### config.mk
export PLATFORM = sky130hd
export DESIGN_NAME = cal_alarm_unit
export DESIGN_NICKNAME = d
export VERILOG_FILES = /design/src/rtl/cal_alarm_pkg.sv /design/src/rtl/cal_alarm_regs.sv /design/src/rtl/cal_alarm_cmp.sv /design/src/rtl/cal_alarm_flag.sv /design/src/rtl/cal_alarm_unit.sv
export SDC_FILE = /design/constraint.sdc
export NUM_CORES = 1
export LEC_CHECK = 0
export BUFFER_PORTS_ARGS = -buffer_cell sky130_fd_sc_hd__buf_4
export CORE_MARGIN = 2
export CORE_UTILIZATION = 57
export DETAILED_ROUTE_END_ITERATION = 16
export PLACE_DENSITY = 0.84
export SYNTH_ARGS = -nofsm -noshare
export SYNTH_HDL_FRONTEND = slang
export SYNTH_HIERARCHICAL = 1
export SYNTH_SLANG_ARGS = --single-unit
### constraint.sdc
create_clock -name clk_i -period 3.45 [get_ports clk_i]
set_input_delay 0.1725 -clock clk_i [delete_from_list [all_inputs] [get_ports clk_i]]
set_output_delay 0.1725 -clock clk_i [all_outputs]
set_load 0.1 [all_outputs]
### src/rtl/cal_alarm_pkg.sv
package cal_alarm_pkg;
  localparam int NUM_FIELDS = 4;
  localparam int VAL_W      = 7;
  localparam int ADDR_W     = 3;
  localparam int DATA_W     = 8;

  // BCD widths: minute, hour, day, weekday
  localparam int FIELD_W [NUM_FIELDS] = '{7, 6, 6, 3};

  typedef enum logic [ADDR_W-1:0] {
    REG_CTRL = 3'd0,
    REG_MIN  = 3'd1,
    REG_HOUR = 3'd2,
    REG_DAY  = 3'd3,
    REG_WDAY = 3'd4
  } reg_addr_e;

  localparam int CTRL_FLAG_BIT = 0;
  localparam int CTRL_IE_BIT   = 1;
endpackage

### src/rtl/cal_alarm_regs.sv
module cal_alarm_regs
  import cal_alarm_pkg::*;
(
  input  logic                              clk_i,
  input  logic                              rst_ni,
  input  logic                              wr_en_i,
  input  logic [ADDR_W-1:0]                 addr_i,
  input  logic [DATA_W-1:0]                 wdata_i,
  input  logic                              flag_i,
  output logic [DATA_W-1:0]                 rdata_o,
  output logic [NUM_FIELDS-1:0][VAL_W-1:0]  val_o,
  output logic [NUM_FIELDS-1:0]             dis_o,
  output logic                              ie_o,
  output logic                              clr_o
);
  logic [NUM_FIELDS-1:0][VAL_W-1:0] val_q;
  logic [NUM_FIELDS-1:0]            dis_q;
  logic                             ie_q;

  for (genvar g = 0; g < NUM_FIELDS; g++) begin : g_field
    localparam logic [VAL_W-1:0] MASK = VAL_W'((1 << FIELD_W[g]) - 1);
    logic sel;
    assign sel = wr_en_i && (addr_i == ADDR_W'(g + 1));
    always_ff @(posedge clk_i or negedge rst_ni) begin
      if (!rst_ni) begin
        val_q[g] <= '0;
        dis_q[g] <= 1'b1;
      end else if (sel) begin
        val_q[g] <= wdata_i[VAL_W-1:0] & MASK;
        dis_q[g] <= wdata_i[DATA_W-1];
      end
    end
  end

  always_ff @(posedge clk_i or negedge rst_ni) begin
    if (!rst_ni)                                 ie_q <= 1'b0;
    else if (wr_en_i && addr_i == REG_CTRL)      ie_q <= wdata_i[CTRL_IE_BIT];
  end

  assign clr_o = wr_en_i && (addr_i == REG_CTRL) && !wdata_i[CTRL_FLAG_BIT];
  assign val_o = val_q;
  assign dis_o = dis_q;
  assign ie_o  = ie_q;

  always_comb begin
    rdata_o = '0;
    if (addr_i == REG_CTRL) begin
      rdata_o[CTRL_FLAG_BIT] = flag_i;
      rdata_o[CTRL_IE_BIT]   = ie_q;
    end else if (addr_i >= ADDR_W'(1) && addr_i <= ADDR_W'(NUM_FIELDS)) begin
      rdata_o = {dis_q[addr_i - 1], val_q[addr_i - 1]};
    end
  end
endmodule

### src/rtl/cal_alarm_cmp.sv
module cal_alarm_cmp
  import cal_alarm_pkg::*;
(
  input  logic [NUM_FIELDS-1:0][VAL_W-1:0] val_i,
  input  logic [NUM_FIELDS-1:0]            dis_i,
  input  logic [NUM_FIELDS-1:0][VAL_W-1:0] now_i,
  output logic                             cond_o
);
  logic [NUM_FIELDS-1:0] hit;

  for (genvar g = 0; g < NUM_FIELDS; g++) begin : g_cmp
    assign hit[g] = dis_i[g] || (val_i[g] == now_i[g]);
  end

  // no enabled field means no alarm at all
  assign cond_o = !(&dis_i) && (&hit);
endmodule

### src/rtl/cal_alarm_flag.sv
module cal_alarm_flag (
  input  logic clk_i,
  input  logic rst_ni,
  input  logic cond_i,
  input  logic clr_i,
  output logic flag_o
);
  logic cond_q, flag_q, rise;

  assign rise = cond_i && !cond_q;

  always_ff @(posedge clk_i or negedge rst_ni) begin
    if (!rst_ni) begin
      cond_q <= 1'b0;
      flag_q <= 1'b0;
    end else begin
      cond_q <= cond_i;
      if (rise)       flag_q <= 1'b1;  // set beats clear
      else if (clr_i) flag_q <= 1'b0;
    end
  end

  assign flag_o = flag_q;

  AST_SET_ON_RISE: assert property (@(posedge clk_i) disable iff (!rst_ni)
    rise |=> flag_q);
  AST_STICKY: assert property (@(posedge clk_i) disable iff (!rst_ni)
    (flag_q && !clr_i) |=> flag_q);
  AST_NO_SPURIOUS_SET: assert property (@(posedge clk_i) disable iff (!rst_ni)
    (!flag_q && !rise) |=> !flag_q);
  AST_CLEAR_TAKES: assert property (@(posedge clk_i) disable iff (!rst_ni)
    (clr_i && !rise) |=> !flag_q);
endmodule

### src/rtl/cal_alarm_unit.sv
module cal_alarm_unit
  import cal_alarm_pkg::*;
(
  input  logic              clk_i,
  input  logic              rst_ni,
  input  logic              wr_en_i,
  input  logic [ADDR_W-1:0] addr_i,
  input  logic [DATA_W-1:0] wdata_i,
  output logic [DATA_W-1:0] rdata_o,
  input  logic [6:0]        min_i,
  input  logic [5:0]        hour_i,
  input  logic [5:0]        day_i,
  input  logic [2:0]        wday_i,
  output logic              irq_no
);
  logic [NUM_FIELDS-1:0][VAL_W-1:0] val, now;
  logic [NUM_FIELDS-1:0]            dis;
  logic ie, clr, cond, flag;

  assign now[0] = VAL_W'(min_i);
  assign now[1] = VAL_W'(hour_i);
  assign now[2] = VAL_W'(day_i);
  assign now[3] = VAL_W'(wday_i);

  cal_alarm_regs u_regs (
    .clk_i, .rst_ni, .wr_en_i, .addr_i, .wdata_i,
    .flag_i(flag), .rdata_o, .val_o(val), .dis_o(dis), .ie_o(ie), .clr_o(clr)
  );

  cal_alarm_cmp u_cmp (.val_i(val), .dis_i(dis), .now_i(now), .cond_o(cond));

  cal_alarm_flag u_flag (.clk_i, .rst_ni, .cond_i(cond), .clr_i(clr), .flag_o(flag));

  assign irq_no = !(flag && ie);

  AST_IRQ_NEEDS_IE: assert property (@(posedge clk_i) disable iff (!rst_ni)
    !irq_no |-> ie);
  AST_IDLE_NO_COND: assert property (@(posedge clk_i) disable iff (!rst_ni)
    (&dis) |-> !cond);
endmodule

==> impl_results.md <==
- Status: finished clean
- Hold Crit Start: wdata_i[6]
- First-pass GRT wire length: 6396 µm
- Setup slack after layout: 1407 ps
- GRT overflow: 0
- Largest fanout on the critical path: 12
- Fmax: 489.6 MHz
- Yosys top cell area share: 34.44%
- Synth area leader: dfrtp_1
- Post-CTS sizing: 0
- CP endpoint kind: output pin
- Leak: 1.060 nW
- Slew Viols, Final: 0
- Via count: 1307
- Root Driver: clkbuf_4
- Post-synthesis register bit count: 29
- Yosys cell types: 27
- VDD IR max: 0.3507 mV
- Via-to-Cell Ratio: 5.207
- Commonest non-fill, non-tap cells in the layout: 44 x buf_4, 30 x mux2_2, 25 x dfrtp_1
- Sequential fraction of the synthesis area: 40.22%
- Dpl hpwl: 3026 µm
- Min-Delay Path Class: primary input to register
- Reg-to-Reg Start: u_regs/val_o[2]
- # setup viols final: 0
- Post-DR wirelength/cell: 15.53 µm
- Hold Vio Cnt, Final: 0
- Syn Area/Cell: 11.95 µm²
- CP max-delay cell: ha_1
- Commonest non-fill, non-tap cell in the layout: buf_4
- Pwr Density: 540.4 nW/µm²
- CTS sink cnt: 29
- Crit Path Category: primary input to output pin
- Max_cap viols: 0
- Setup total negative slack: 0 ps
- PortBufs: 44
- Clk pin slew, worst setup/hold paths: 80 ps
- Die Span Y: 60.46 µm
- # DRC: 0
- Number of routed nets with antenna violations: 0
- Synthesis-to-layout area growth: 25.14%
- Core Area: 3053 µm²
- Crit path DAT: 1870 ps
- Largest net degree at the start of global routing: 30
- Cell mode on critical path: buf_4
- CP Launch Type: primary input
- Slowest stage delay, CP: 530 ps
- Area contributors post-synth: dfrtp_1 34%, mux2_2 19%, xor2_1 9.2%
- Post-layout util: 74.47%
- Clock Path Buffers: 2
- Area of the multi-input gates: 1040 µm²
- Slew @ Worst Pin: 582.4 ps
- Synth warn: 6
- GRT Total Usage: 24.83%
- Crit path required time: 3280 ps
- Pre-CTS setup slack: 1409 ps
- Vias in the first global route: 1377
- Initial antenna violation count: 0
- Unrepaired setup endpoints after global routing: no
- NumNets Final: 247
- Slew Limit Headroom: 61.18%
- # rows: 20
- Initial Util: 59.51%
- Fillers: 221
- Die width: 60.46 µm
- Syn Inst Count: 152
- Post-CTS setup buffers: 0
- TritonCTS Buffers: 5
- 1st-pass router iterations: 4
- Minimum clock period: 2043 ps
- H-Tree Depth: 2
- Tcrit/Tclk final: 59.20%
- Register Area: 730.7 µm²
- Total wire length: 3898 µm
- Worst-path cell chain: buf_4 -> inv_1 -> ha_1 -> mux2_2 -> a22oi_1 -> nor2_1 -> buf_4
- N_diodes: 0
- Final GP Congestion: 0.7802
- TritonCTS clock tree: built
- Final Skew: 14.14 ps
- IO Pins: 45
- Crit path from: addr_i[0]
- Area of the mapped netlist: 1817 µm²
- Clock Latency Late Sink: 340 ps
- Initial DRC Count: 50
- Share of cells above drive strength 1: 47.34%
- Die ar.: 3655 µm²
area by class of cell:
cell class / instances / area share, %
tap: 44 / 2.422
multi-input combinational: 119 / 45.73
inverter: 6 / 0.9906
clock inverter: 1 / 1.321
clock buffer: 7 / 2.422
timing repair buffer: 45 / 14.97
sequential: 29 / 32.14
kinds of logic after synthesis:
| logic type | Yosys count | synth area share (%) |
|---|---|---|
| other cells | 2 | 0.4134 |
| fa+ha+maj | 5 | 3.444 |
| buf+inv | 14 | 4.614 |
| simple gates | 29 | 9.437 |
| xor+xnor | 28 | 13.50 |
| mux | 34 | 23.55 |
| compound gates | 11 | 4.821 |
| flops | 29 | 40.22 |
critical path, delay by kind of cell:
family / cells / cell delay [ps]
buffers and inverters: 3 / 550
adder cells (fa/ha/maj): 1 / 530
multiplexers: 1 / 380
AO/OA/AOI/OAI: 1 / 180
AND/OR/NAND/NOR: 1 / 60
synthesized netlist by cell type (all sizes together):
cell / n
a22oi: 4
nand2: 8
and2: 1
ha: 5
xor2: 19
nand3: 2
buf: 8
nand2b: 1
and2b: 2
xnor2: 9
nor4: 6
nor2: 6
a41oi: 3
dfstp: 4
conb: 2
a21oi: 1
mux2: 30
o22ai: 1
nor2b: 3
mux4: 4
inv: 6
dfrtp: 25
o21ai: 2
routing by layer:
layer / wire length, µm / vias to the layer above / share of wire (%) / track usage [%]
met5: 0 / - / 0 / 0
met4: 80 / 0 / 2.1 / 13.04
met3: 209 / 9 / 5.4 / 5.757
met2: 1984 / 41 / 51 / 40.37
met1: 1624 / 635 / 42 / 30.99
li1: - / 622 / - / -
through the flow:
step | power (mW) | hold WS [ps] | instance area (µm²) | cells
final | 1.229 | 72.89 | 2273 | 251
after global routing | 1.293 | 53.10 | 2273 | 251
after CTS | 1.238 | 60.86 | 2273 | 251
after detailed placement | 0.9420 | 116.5 | 2178 | 242
after global placement | 0.9255 | 107.2 | 2178 | 242
after floorplan | 0.8222 | -123.1 | 1854 | 162
final timing paths:
check                           slack [ps]  cells past startpoint                to
max in group asynchronous             2860                      2   u_regs/dis_o[0]
min in group asynchronous              280                      2  u_regs/val_o[23]
worst min register to register         450                      1     u_flag/flag_o
worst min-delay path                    70                      2   u_regs/val_o[6]
worst max register to register        1580                      6     u_flag/flag_o
worst max-delay path                  1410                      7        rdata_o[5]
flip-flops by register name, summed over array words and instances (netlist names):
signal / count
u_regs/dis_o: 4
u_flag/cond_q: 1
u_regs/ie_o: 1
u_flag/flag_o: 1
u_regs/val_o: 22
report_power, final:
group | internal (mW) | switching (mW)
clock network | 0.173 | 0.119
registers | 0.425 | 0.0739
logic | 0.196 | 0.242
what timing repair did:
action / 4_1_cts / 5_1_grt
endpoints found under the setup margin: 0 / 0
hold buffers: 1 / 0
hold endpoints to repair: 25 / 0
Note: power is estimated with default switching activity, not from simulation.
